File: config.mk
export PLATFORM = sky130hd
export DESIGN_NAME = evt_stamp_buf
export DESIGN_NICKNAME = d
export VERILOG_FILES = /design/src/rtl/evt_stamp_pkg.sv /design/src/rtl/evt_slot_store.sv /design/src/rtl/evt_counter.sv /design/src/rtl/evt_index_reg.sv /design/src/rtl/evt_stamp_buf.sv
export SDC_FILE = /design/constraint.sdc
export NUM_CORES = 1
export LEC_CHECK = 0
export BUFFER_PORTS_ARGS = -buffer_cell sky130_fd_sc_hd__buf_2
export CORE_MARGIN = 1.5
export CORE_UTILIZATION = 52
export CTS_BUF_LIST = sky130_fd_sc_hd__clkbuf_8
export DETAILED_ROUTE_END_ITERATION = 16
export GPL_TIMING_DRIVEN = 0
export PLACE_DENSITY = 0.73
export SETUP_SLACK_MARGIN = 0.1
export SYNTH_ARGS = -nofsm -noshare
export SYNTH_HDL_FRONTEND = slang
export SYNTH_HIERARCHICAL = 1
export SYNTH_SLANG_ARGS = --single-unit
File: constraint.sdc
create_clock -name clk -period 2.3 [get_ports clk]
set_input_delay 0.345 -clock clk [delete_from_list [all_inputs] [get_ports clk]]
set_output_delay 0.345 -clock clk [all_outputs]
set_load 0.03 [all_outputs]
File: src/rtl/evt_stamp_pkg.sv
package evt_stamp_pkg;
    localparam int NUM_SLOTS = 4;
    localparam int IDX_W     = $clog2(NUM_SLOTS);
    localparam int IDX_WR_W  = 8;

    typedef enum logic [IDX_W-1:0] {
        SLOT_FIRST  = 2'd0,
        SLOT_OLDEST = 2'd1,
        SLOT_MIDDLE = 2'd2,
        SLOT_LATEST = 2'd3
    } slot_e;

    typedef struct packed {
        logic evt;
        logic clr;
    } evt_ctl_t;

    function automatic logic take_event(evt_ctl_t c);
        return c.evt && !c.clr;
    endfunction
endpackage

File: src/rtl/evt_slot_store.sv
module evt_slot_store
    import evt_stamp_pkg::*;
#(
    parameter int TS_W = 32
) (
    input  logic                            clk,
    input  logic                            rst,
    input  evt_ctl_t                        ctl,
    input  logic [TS_W-1:0]                 ts,
    output logic [NUM_SLOTS-1:0][TS_W-1:0]  slots_o
);
    logic [NUM_SLOTS-1:0][TS_W-1:0] slot_q;
    logic                           first_taken_q;

    always_ff @(posedge clk) begin
        if (rst || ctl.clr) begin
            first_taken_q      <= 1'b0;
            slot_q[SLOT_FIRST] <= '0;
        end else if (take_event(ctl) && !first_taken_q) begin
            first_taken_q      <= 1'b1;
            slot_q[SLOT_FIRST] <= ts;
        end
    end

    for (genvar g = 1; g < NUM_SLOTS; g++) begin : g_window
        logic [TS_W-1:0] next_val;
        if (g == NUM_SLOTS - 1) begin : g_top
            assign next_val = ts;
        end else begin : g_mid
            assign next_val = slot_q[g+1];
        end
        always_ff @(posedge clk) begin
            if (rst || ctl.clr) begin
                slot_q[g] <= '0;
            end else if (take_event(ctl) && first_taken_q) begin
                slot_q[g] <= next_val;
            end
        end
    end

    assign slots_o = slot_q;
endmodule

File: src/rtl/evt_counter.sv
module evt_counter
    import evt_stamp_pkg::*;
#(
    parameter int CNT_W = 8
) (
    input  logic             clk,
    input  logic             rst,
    input  evt_ctl_t         ctl,
    output logic [CNT_W-1:0] count_o
);
    localparam logic [CNT_W-1:0] CNT_MAX = '1;
    logic [CNT_W-1:0] cnt_q;

    always_ff @(posedge clk) begin
        if (rst || ctl.clr) begin
            cnt_q <= '0;
        end else if (take_event(ctl) && cnt_q != CNT_MAX) begin
            cnt_q <= cnt_q + 1'b1;
        end
    end

    assign count_o = cnt_q;
endmodule

File: src/rtl/evt_index_reg.sv
module evt_index_reg
    import evt_stamp_pkg::*;
(
    input  logic                clk,
    input  logic                rst,
    input  logic                we,
    input  logic [IDX_WR_W-1:0] wdata,
    output logic [IDX_W-1:0]    idx_o
);
    logic [IDX_W-1:0] idx_q;

    always_ff @(posedge clk) begin
        if (rst) begin
            idx_q <= '0;
        end else if (we) begin
            idx_q <= wdata[IDX_W-1:0];
        end
    end

    assign idx_o = idx_q;
endmodule

File: src/rtl/evt_stamp_buf.sv
module evt_stamp_buf
    import evt_stamp_pkg::*;
#(
    parameter int TS_W  = 32,
    parameter int CNT_W = 8
) (
    input  logic                clk,
    input  logic                rst,
    input  logic                evt_i,
    input  logic [TS_W-1:0]     ts_i,
    input  logic                clr_i,
    input  logic                idx_we_i,
    input  logic [IDX_WR_W-1:0] idx_wdata_i,
    input  logic                rd_en_i,
    output logic [TS_W-1:0]     rd_ts_o,
    output logic [CNT_W-1:0]    evt_count_o,
    output logic [IDX_W-1:0]    idx_o
);
    evt_ctl_t                       ctl;
    logic [NUM_SLOTS-1:0][TS_W-1:0] slots;
    logic [TS_W-1:0]                rd_q;

    assign ctl.evt = evt_i;
    assign ctl.clr = clr_i;

    evt_slot_store #(.TS_W(TS_W)) u_store (
        .clk     (clk),
        .rst     (rst),
        .ctl     (ctl),
        .ts      (ts_i),
        .slots_o (slots)
    );

    evt_counter #(.CNT_W(CNT_W)) u_count (
        .clk     (clk),
        .rst     (rst),
        .ctl     (ctl),
        .count_o (evt_count_o)
    );

    evt_index_reg u_index (
        .clk   (clk),
        .rst   (rst),
        .we    (idx_we_i),
        .wdata (idx_wdata_i),
        .idx_o (idx_o)
    );

    always_ff @(posedge clk) begin
        if (rst) begin
            rd_q <= '0;
        end else if (rd_en_i) begin
            rd_q <= slots[idx_o];
        end
    end

    assign rd_ts_o = rd_q;
endmodule

# Yosys cells after proc, flatten, opt, wreduce, memory -nomap -nowiden
# Index checks and enable logic that the tools add are counted.
totals:
  reg_bits: 171
  latchBits: 0
  ram_bits: 0
  romBits: 0
  inputBits: 46
  output_inout_bits: 42
  wordCells: 20
  mem_count: 0
classes:
  addsub: 1
  mul: 0
  n_div: 0
  order_cmp: 1
  n_eq_ne: 1
  shifts: 0
  muxes: 2
  n_bitwise: 0
  n_reduce_logical: 7
ops:
  columns: ["op", "count"]
  rows:
  - ["$bmux W32 S2", 1]
  - ["$mux W32", 1]
  - ["$add A8 B1 Y8 const B", 1]
  - ["$ne A8 B8 Y1 const B", 1]
  - ["$logic_and A1 B1 Y1", 4]
  - ["$lt A2 B3 Y1 const B", 1]
  - ["$logic_not A1 Y1", 2]
  - ["$logic_or A1 B1 Y1", 1]

# Depth between registers and ports, before layout
# Gate-level depths: netlist of run 1.
logic_depth:
  ltp_word: 3
  ltp_mapped: 6
  depth_no_buf: 4

# Hierarchy
# The synthesis of run 1 kept the hierarchy.
modules_own_cells:
  columns: ["mod", "n_inst", "cells_each", "area_each_um2", "seq_area_each_um2"]
  rows:
  - ["evt_slot_store", 1, 562, 4443.0, 2582.5]
  - ["evt_stamp_buf", 1, 182, 2165.8, 640.6]
  - ["evt_counter", 1, 48, 422.9, 160.2]
  - ["evt_index_reg", 1, 6, 67.6, 40.0]

# Worst setup path before layout of run 1
# Ideal clock, no wire load.
synth_timing:
  kind: "register -> register"
  startpoint: "register u_index.idx_q[1] (netlist: u_index/idx_o[1])"
  endpoint: "register rd_q[0] (netlist: rd_ts_o[0])"
  t_arrival_ns: 1.336
  setup_slack_ns: 0.835
  path_stages_with_launch: 5
  n_path_buf: 2
  path_cell_list: "dfxtp_1 -> buf_4 -> buf_2 -> mux2i_1 -> o221ai_2"
synth_between:
  elab_chain_cells: 2
synth_rtl:
  columns: ["element", "line", "text"]
  rows:
  - ["start, declared", "evt_index_reg.sv:10", "logic [IDX_W-1:0] idx_q;"]
  - ["start signal, assigned", "evt_index_reg.sv:16", "idx_q <= wdata[IDX_W-1:0];"]
  - ["$bmux W32 S2", "evt_stamp_buf.sv:53", "rd_q <= slots[idx_o];"]
  - ["$mux W32 (implied by the code)", "evt_stamp_buf.sv:53", null]
  - ["end signal, assigned", "evt_stamp_buf.sv:53", null]
  - ["end, declared", "evt_stamp_buf.sv:21", "logic [TS_W-1:0] rd_q;"]
# No other way between the ends. The select of a mux whose other input is x is not followed.
# A chain may end at the register's enable or synchronous reset.

# Worst setup path in the final report of run 1
layout_timing:
  startpoint: "register u_index.idx_q[1] (netlist: u_index/idx_o[1])"
  endpoint: "register rd_q[2] (netlist: rd_ts_o[2])"
# The elaborated chain is that of the path after synthesis.

==> results of run 1 <==
[per-layer routing]
layer | track usage, % | vias up
met2 | 39.5 | 195
li1 | - | 2935
met1 | 35.5 | 2743
met5 | 0 | -
met4 | 10.0 | 0
met3 | 4.71 | 25
[worst max path at each step]
stage / start / to / slack (ps) / cells past startpoint
floorplan: u_index/idx_o[1] / rd_ts_o[0] / 840 / 4
global placement: rst / u_store/g_window[2].next_val[1] / 530 / 5
detailed placement: rst / u_store/g_window[2].next_val[1] / 510 / 5
CTS: u_index/idx_o[1] / rd_ts_o[2] / 810 / 4
global route: u_index/idx_o[1] / rd_ts_o[2] / 730 / 4
finish: u_index/idx_o[1] / rd_ts_o[2] / 810 / 4
[kinds of logic after synthesis]
| family | count (synthesis) |
|---|---|
| adder cells (fa/ha/maj) | 1 |
| AND/OR/NAND/NOR | 322 |
| multiplexers | 69 |
| buffers and inverters | 64 |
| AO/OA/AOI/OAI | 171 |
| flip-flops | 171 |
[final cells by class]
type / count / share of cell area [%]
buffer: 63 / 4.28
clock inverter: 13 / 1.89
inverter: 1 / 0.0462
timing repair buffer: 81 / 4.99
tap: 176 / 2.71
clock buffer: 18 / 3.05
multi-input combinational: 563 / 40.9
sequential: 171 / 42.1
[cells in the final DEF, fill, tap and decap left out, types with 2 or more instances in the layout]
cell type   instances
o221ai_2           30
a31oi_1             2
clkinv_2            3
bufinv_16           3
o221ai_1            2
and3_1              2
nand3b_1            2
buf_4               2
mux2i_1            69
clkinv_4            3
clkbuf_8           18
buf_2             110
buf_1               5
a311oi_1            2
nor2_1              6
and4_1              2
clkbuf_1           18
nand2_1           263
nor2b_1             3
a211oi_1            2
nand2b_1            2
or3b_2             32
inv_1               3
dfxtp_1           171
a21oi_1           132
buf_6               9
clkinvlp_4          2
[metrics by stage]
stage | total power, µW | cells | hold WS (ps)
finish | 5600 | 1086 | 111
global route | 5780 | 1086 | 97.4
CTS | 5620 | 1086 | 91.3
detailed placement | 3500 | 1055 | 446
global placement | 3500 | 1055 | 441
floorplan | 3340 | 798 | 417
[flip-flops by register name (all words and copies together) (netlist names)]
register / cells
u_store/g_window.next_val: 64
u_store/slots_o: 64
rd_ts_o: 32
u_count/count_o: 8
u_index/idx_o: 2
u_store/first_taken_q: 1
[where the power goes]
part | switching [µW] | internal, µW
Clock | 1070 | 1090
Combinational | 289 | 134
Sequential | 20.6 | 2990
Total | 1380 | 4210
[critical path, delay by kind of cell, from the launching register on]
| kind | cells | cell delay [ps] |
|---|---|---|
| mux | 1 | 320 |
| buf+inv | 2 | 570 |
| flops | 1 | 350 |
| compound gates | 1 | 120 |
==> metrics.txt, run 1 <==
Slowest cell on crit path buf_2; CTS buffer count 17; setup ws final 813 ps; PD cells 689 mW/mm²; Synth Register Bits 171; final net count 945; RR Endpoint rd_ts_o[2]; Chip Height 120 µm; post-cts sizing count 0; compound-cell area share of the yosys netlist 16.6%; top routing layer in use met4; global-route wire length before repair 28.3 mm; Synth Area in XOR/XNOR 0%; GP Congestion 0.816; 1st-iter DRT viols 460; antenna violations before repair 0; Finished Cell Area 0.00813 mm²; vias after detailed routing 5898; LEAKAGE 0.00283 µW; Clock Skews 8.72 ps; yosys warns 6; total negative slack 0 ps; Die ar. 0.0144 mm²; Worst path max stage delay 360 ps; Worst Setup Path Type reg -> reg; Hold-fix buffers, CTS 0; Clock Latency Late Sink 470 ps; post-synthesis cell count 798; synth top area cells dfxtp_1 (48%), nand2_1 (14%), mux2i_1 (9.7%); total congestion overflow 0; Met3 Wirelength 1.08 mm; wire per inst 16.4 µm; number of synthesized flops with an enable pin 0; filler cell count 1222; simple-gate share of the synthesized area 20.3%; Initial DRT Pass Iterations 5; Tightest Hold Check Type in -> reg; antenna cells 0; Root Driver clkbuf_8; synth cell count leaders nand2_1 (263), dfxtp_1 (171), a21oi_1 (132), mux2i_1 (69), or3b_2 (32); actual slew at the worst max-slew pin 681 ps; DP Wirelength 11.9 mm; # H-tree levels 4; post-CTS setup buffers 0; IO Port Bufs 81; Max Slew Vio Count 0; Setup crit start kind register; clk sinks 171; final hold viol count 0; CP Capture Type register; FF+latch area 0.00342 mm²; multi-input logic area 0.00332 mm²; vias in the first global route 5506; pre-CTS WS 510 ps; GRT Util Overall 25.6%; status complete, no violations; library cells used by synthesis 34; layout cells sized above 1 23.4%; Reg2Reg Depth 4; worst path cell trace buf_4, buf_2, mux2i_1, o221ai_2; area grow syn2layout 14.5%; max capacitance violation total 0; post-synthesis cell area 0.00710 mm²; asr flop ratio synth 0%; Initial Utilization 53.4%; min cycle time layout 1490 ps; Worst-path clk slew 90 ps; Max Fclk 673 MHz; leading area contributor after synthesis dfxtp_1; drt drc 0; Synth top area share 48.2%; setup slack, reg-to-reg 810 ps; fin crit share 64.6%; chip width 120 µm; core area 0.0133 mm²; IO Pins 88; Cell Rows 42; worst-case hold path end point u_index/idx_o[1]; Vias per Instance 5.43; Peak VDD IR 0.000389 V; most common cell in the netlist nand2_1; Syn Nets 845; Worst EP arrival 1840 ps; largest net degree at the start of global routing 17; Crit path required time 2650 ps; CTS tree yes; clk buf depth 2; top_reg_cell synth dfxtp_1; cell depth of the worst min-delay path 3; largest family of logic cells by synthesized area simple AND/OR/NAND/NOR gates; FF-to-FF Start u_index/idx_o[1]; M1 WL 8.33 mm; mux cell area share after synthesis 9.73%; Mean Syn Cell Area 8.90 µm²; Worst slew margin 54.6%; sequential fraction of the synthesis area 48.2%; WL final 17.8 mm; Post-Synth Adder-Cell Area 0.176%; Hold Crit Start idx_wdata_i[1]; # setup viols final 0; Antenna Nets Post-Route 0; Final Util 61.1%; Post-Place Cell Area 0.00772 mm²; metal2 WL 8.10 mm; CP Max Fanout 10; RSZ-0062 raised after global routing no
(Power assumes the default switching activity.)
==> inputs of run 2 (changes only) <==
--- a/config.mk
+++ b/config.mk
@@ -5,13 +5,14 @@
 export SDC_FILE = /design/constraint.sdc
 export NUM_CORES = 1
 export LEC_CHECK = 0
+export ABC_AREA = 1
 export BUFFER_PORTS_ARGS = -buffer_cell sky130_fd_sc_hd__buf_2
 export CORE_MARGIN = 1.5
 export CORE_UTILIZATION = 52
 export CTS_BUF_LIST = sky130_fd_sc_hd__clkbuf_8
 export DETAILED_ROUTE_END_ITERATION = 16
 export GPL_TIMING_DRIVEN = 0
-export PLACE_DENSITY = 0.73
+export PLACE_DENSITY = 0.72
 export SETUP_SLACK_MARGIN = 0.1
 export SYNTH_ARGS = -nofsm -noshare
 export SYNTH_HDL_FRONTEND = slang
==> constraint.sdc (replaced) <==
create_clock -name clk -period 1.55 [get_ports clk]
set_input_delay 0.2325 -clock clk [delete_from_list [all_inputs] [get_ports clk]]
set_output_delay 0.2325 -clock clk [all_outputs]
set_load 0.03 [all_outputs]
==> run 2 against run 1 <==
Compared with the run above:
- clock power rose by 56%
- via count rose by 29%
- maximum frequency rose by 1.1%
- first-iteration DRC count rose by 33%
- worst setup slack got worse by 730 ps
- die area rose by 11%
- power rose by 61%
- wire length rose by 17%
- register-to-register slack got worse by 730 ps
- sequential share of layout area fell by 4.8 points
==> metrics.txt, run 2 <==
Worst Setup Path Type reg -> reg; Clock Latency Late Sink 470 ps; clk buf depth 2; Slowest cell on crit path dfxtp_1; Syn Nets 1302; mux cell area share after synthesis 0%; most common cell after layout, fill and taps aside nand2_1; cell depth of the worst min-delay path 3; Chip Height 126 µm; simple-gate share of the synthesized area 39.6%; 1st-iter DRT viols 613; Die ar. 0.0159 mm²; global-route wire length before repair 34.4 mm; setup ws final 79.7 ps; antenna violations before repair 0; GRT Util Overall 27.2%; Critical Path Stages 6; compound-cell area share of the yosys netlist 4.84%; yosys warns 6; Internal Power 6640 µW; area grow syn2layout 16.4%; LEAKAGE 0.00484 µW; CTS tree yes; largest net degree at the start of global routing 17; Worst-path clk slew 90 ps; vias after detailed routing 7611; Worst EP arrival 1810 ps; Peak VDD IR 0.000634 V; largest family of logic cells by synthesized area simple AND/OR/NAND/NOR gates; final hold viol count 0; drt drc 0; chip width 126 µm; CP Max Fanout 10; Crit path required time 1890 ps; status complete, no violations; leading area contributor after synthesis dfxtp_1; Tightest Hold Check Type in -> reg; synth top area cells dfxtp_1 (43%), nand2_1 (21%), nor2_1 (13%); top_reg_cell synth dfxtp_1; WL final 20.9 mm; Cell Rows 44; sequential fraction of the synthesis area 43.4%; Max Slew Vio Count 0; Synth Register Bits 171; Initial Utilization 53.8%; fin crit share 94.9%; delay-heaviest family, CP buffers and inverters; total negative slack 0 ps; cell repeated most along the worst path buf_2; PD cells 980 mW/mm²; layout cells sized above 1 13.7%; Synth top area share 43.4%; Setup crit start kind register; Initial DRT Pass Iterations 7; asr flop ratio synth 0%; Clk pwr share 37.4%; library cells used by synthesis 25; core area 0.0146 mm²; post-synthesis cell area 0.00788 mm²; vias in the first global route 6991; GP Congestion 0.849; IO Pins 88; DP Wirelength 14.2 mm; clk sinks 171; synth cell count leaders nand2_1 (434), nor2_1 (273), dfxtp_1 (171), inv_1 (144), nand3_1 (70); Mean Syn Cell Area 6.28 µm²; min cycle time layout 1470 ps; CTS buffer count 17; Seq pwr share 50.8%; Antenna Nets Post-Route 0; Sw Pwr 2350 µW; total congestion overflow 0; Post-Place Cells 1519; worst path cell trace buf_2, inv_1, buf_2, nand3_1, nand2_1, a21oi_1; Sw Share 26.2%; Root Driver clkbuf_8; pre-CTS WS 47.6 ps; CP Capture Type register; RSZ-0062 raised after global routing yes; most common cell in the netlist nand2_1; wire per inst 13.3 µm; Synth Area in XOR/XNOR 0%; # H-tree levels 4; final std cells w/o fill 1574; most frequent cells in the layout nand2_1 (434), nor2_1 (273), dfxtp_1 (169); Worst slew margin 62.5%; Vias per Instance 4.84; Buf/Inv on CP 3; Worst path max stage delay 330 ps; antenna cells 0; Max Fclk 680 MHz; max capacitance violation total 0; Clock Skews 11.5 ps; Reg2Reg Depth 6; post-synthesis cell count 1255; number of synthesized flops with an enable pin 0; final net count 1424; Post-Synth Adder-Cell Area 0.159%; # setup viols final 0; power share of the combinational group 11.8%; IO Port Bufs 80; actual slew at the worst max-slew pin 563 ps
[run 2: cell types whose count changed after synthesis, sizes merged, moves of 14 or more]
cell,change
buf,+14
nor2,+272
nand2,+174
or3b,-33
o21ai,+31
a21oi,-94
o221ai,-32
mux2i,-69
inv,+145
nand3,+72
[run 2: final timing paths]
| kind | start | to | slack [ps] |
|---|---|---|---|
| hold reg to reg | u_store/first_taken_q | u_store/first_taken_q | 500 |
| setup reg to reg | u_index/idx_o[1] | rd_ts_o[14] | 80 |
| setup / recovery | u_index/idx_o[1] | rd_ts_o[14] | 80 |
| hold / removal | ts_i[2] | u_store/g_window[2].next_val[2] | 20 |
[run 2: area by class of cell]
cell class | count | area (µm²)
Clock inverter | 10 | 121
Timing Repair Buffer | 103 | 631
Sequential cell | 171 | 3430
Clock buffer | 22 | 303
Fill cell | 1459 | 5470
Multi-Input combinational cell | 865 | 3510
Tap cell | 184 | 230
Buffer | 72 | 398
Inverter | 147 | 553
[run 2: per-layer routing]
layer | wire length [µm] | track usage [%]
met5 | 0 | 0
met1 | 9990 | 36.5
met2 | 9540 | 44.2
met4 | 392 | 10.5
met3 | 1010 | 4.12
[run 2: logic make-up (layout without fill, tap and decap cells)]
group | after synthesis | in the layout
adders and majority gates | 1 | 1
DFF | 171 | 171
buffers and inverters | 219 | 354
AOI/OAI and AO/OA | 72 | 72
and+or+nand+nor | 792 | 792
[run 2: what timing repair did]
action                                  in CTS  in global routing
endpoints found under the setup margin      18                 25
buffers inserted                             0                  0
hold buffers                                23                  0
endpoints found under the hold margin       39                  0
resized for setup                            2                  3
[run 2: power groups by stage]
| stage | clock, µW | combinational (µW) | sequential [µW] |
|---|---|---|---|
| final | 3360 | 1060 | 4570 |
| after global routing | 3590 | 1180 | 4580 |
| after CTS | 3420 | 1060 | 4570 |
| after detailed placement | 0 | 1010 | 4670 |
| after global placement | 0 | 998 | 4670 |
| after floorplan | 0 | 544 | 4790 |
[run 2: worst register-to-register path: cells and delay by family, from the launching register on]
family / cells / cell delay (ps)
compound gates: 1 / 70
buf+inv: 3 / 720
simple gates: 2 / 240
flops: 1 / 330
[run 2: metrics by stage]
step	instance area [µm²]	power (µW)	hold WS, ps	utilization [%]
2_1_floorplan	7880	5330	343	-
3_3_place_gp	8510	5670	472	58.1
3_5_place_dp	8510	5680	476	58.1
4_1_cts	9170	9050	0.481	62.6
5_1_grt	9180	9350	10.1	62.7
6_report	9180	8990	19.4	62.7
==> inputs of run 3 (changes only) <==
--- a/config.mk
+++ b/config.mk
@@ -16,5 +16,4 @@
 export SETUP_SLACK_MARGIN = 0.1
 export SYNTH_ARGS = -nofsm -noshare
 export SYNTH_HDL_FRONTEND = slang
-export SYNTH_HIERARCHICAL = 1
 export SYNTH_SLANG_ARGS = --single-unit
==> constraint.sdc (replaced) <==
create_clock -name clk -period 1.74 [get_ports clk]
set_input_delay 0.261 -clock clk [delete_from_list [all_inputs] [get_ports clk]]
set_output_delay 0.261 -clock clk [all_outputs]
set_load 0.03 [all_outputs]
==> run 3 against run 2 <==
Compared with the run above:
- sequential share of layout area down 0.14 points
- maximum frequency down 2.2%
- critical endpoint is now rd_ts_o[5]
- combinational power about the same
- cell count down 16%
- register-to-register slack better by 160 ps
==> metrics.txt, run 3 <==
status complete, no violations; GP Congestion 0.813; Peak VDD IR 0.000707 V; final net count 1162; Root Driver clkbuf_8; Crit path required time 2170 ps; Mean Syn Cell Area 7.96 µm²; largest net degree at the start of global routing 17; post-CTS setup buffers 0; WL final 21.1 mm; clk sinks 171; global-route wire length before repair 34.1 mm; Synth top area share 42.3%; sequential fraction of the synthesis area 42.3%; library cells used by synthesis 27; Synth Register Bits 171; asr flop ratio synth 0%; Chip Height 128 µm; antenna cells 0; Cell Rows 45; CTS tree yes; CP Max Fanout 10; RSZ-0062 raised after global routing no; Worst EP arrival 1940 ps; drt drc 0; CP Capture Type register; vias in the first global route 6627; DP Wirelength 14.2 mm; Initial Utilization 53.2%; CTS buffer count 17; most common cell after layout, fill and taps aside dfxtp_1; # setup viols final 0; Hold-fix buffers, CTS 0; post-synthesis cell area 0.00809 mm²; Worst slew margin 57.0%; IO Port Bufs 79; leading area contributor after synthesis dfxtp_1; Clock Skews 16.3 ps; GRT Util Overall 27.1%; yosys warns 0; clk buf depth 2; final std cells w/o fill 1316; min cycle time layout 1500 ps; fin crit share 86.4%; Die ar. 0.0163 mm²; Worst Setup Path Type reg -> reg; actual slew at the worst max-slew pin 645 ps; Vias per Instance 5.22; final hold viol count 0; LEAKAGE 0.00371 µW; PD cells 918 mW/mm²; core area 0.0152 mm²; chip width 128 µm; 1st-iter DRT viols 447; Max Fclk 665 MHz; Max Slew Vio Count 0; total congestion overflow 0; IO Pins 88; # H-tree levels 4; post-synthesis cell count 1017; Antenna Nets Post-Route 0; synth top area cells dfxtp_1 (42%), a21oi_2 (9.1%), o21ai_2 (9.1%); top_reg_cell synth dfxtp_1; Clock Latency Late Sink 490 ps; most frequent cells in the layout dfxtp_1 (171), nand2_1 (163), inv_1 (152); most common cell in the netlist dfxtp_1; synth cell count leaders dfxtp_1 (171), nand2_1 (163), inv_1 (150), nand3_1 (87); Syn Nets 1064; total negative slack 0 ps; layout cells sized above 1 30.8%; wire per inst 16.0 µm; number of synthesized flops with an enable pin 0; area grow syn2layout 13.7%; Tightest Hold Check Type in -> reg; Worst-path clk slew 90 ps; Initial DRT Pass Iterations 8; vias after detailed routing 6875; antenna violations before repair 1; filler cell count 1455; max capacitance violation total 0; Setup crit start kind register; Post-Place Cells 1284
-- run 3: worst max-delay path, cell delays in order (launching register included) --
cell and delay, ps:
dfxtp_1 330, buf_2 180, clkbuf_1 520, nand3_1 160, nand3_1 140, nand2_1 70, inv_1 50
-- run 3: cell families after synthesis --
group / Yosys count / synth area share (%)
compound gates: 280 / 26.2
fa+ha+maj: 1 / 0.155
simple gates: 336 / 17.3
flops: 171 / 42.3
buf+inv: 229 / 14.1
-- run 3: layout make-up --
| cell class | count | area [µm²] | area share, % |
|---|---|---|---|
| Sequential cell | 171 | 3420 | 37.2 |
| Buffer | 75 | 567 | 6.16 |
| Clock buffer | 20 | 275 | 2.99 |
| Tap cell | 188 | 235 | 2.56 |
| Timing Repair Buffer | 79 | 395 | 4.30 |
| Inverter | 154 | 581 | 6.31 |
| Clock inverter | 12 | 195 | 2.12 |
| Multi-Input combinational cell | 617 | 3530 | 38.4 |
-- run 3: path summary, 6_finish.rpt --
kind | slack, ps | depth (start not counted) | startpoint | to
max | 240 | 6 | u_index.idx_o[1] | rd_ts_o[5]
min | 40 | 3 | idx_wdata_i[0] | u_index.idx_o[0]
max reg2reg | 240 | 6 | u_index.idx_o[1] | rd_ts_o[5]
min reg2reg | 450 | 2 | u_store.slots_o[19] | u_store.slots_o[19]
-- run 3: metal layers --
metal / part of all wire (%) / vias to the layer above / wire (µm) / global-route usage, %
met1: 48 / 3227 / 10000 / 35.6
met4: 1.8 / 0 / 388 / 9.32
li1: - / 3463 / - / -
met3: 4.0 / 29 / 840 / 4.67
met5: 0 / - / 0 / 0
met2: 47 / 156 / 9820 / 45.1
-- run 3: where the power goes --
part	switching [µW]	internal (µW)
Combinational	726	347
Clock	1510	1810
Sequential	43.4	4000
-- run 3: timing repair --
item / 4_1_cts / 5_1_grt
gates resized for setup: 0 / 6
setup endpoints to repair: 0 / 17
hold endpoints to repair: 0 / 0
-- run 3: per-stage QoR --
stage | instance area, µm² | hold slack (ps) | total power [µW] | setup WS (ps) | util [%]
after floorplan | 8090 | 418 | 4870 | 328 | -
after global placement | 8720 | 431 | 5190 | 171 | 57.4
after detailed placement | 8720 | 436 | 5200 | 169 | 57.4
after CTS | 9200 | 27.1 | 8450 | 151 | 60.5
after global routing | 9200 | 56.9 | 8740 | 131 | 60.5
final | 9200 | 40.6 | 8440 | 236 | 60.5
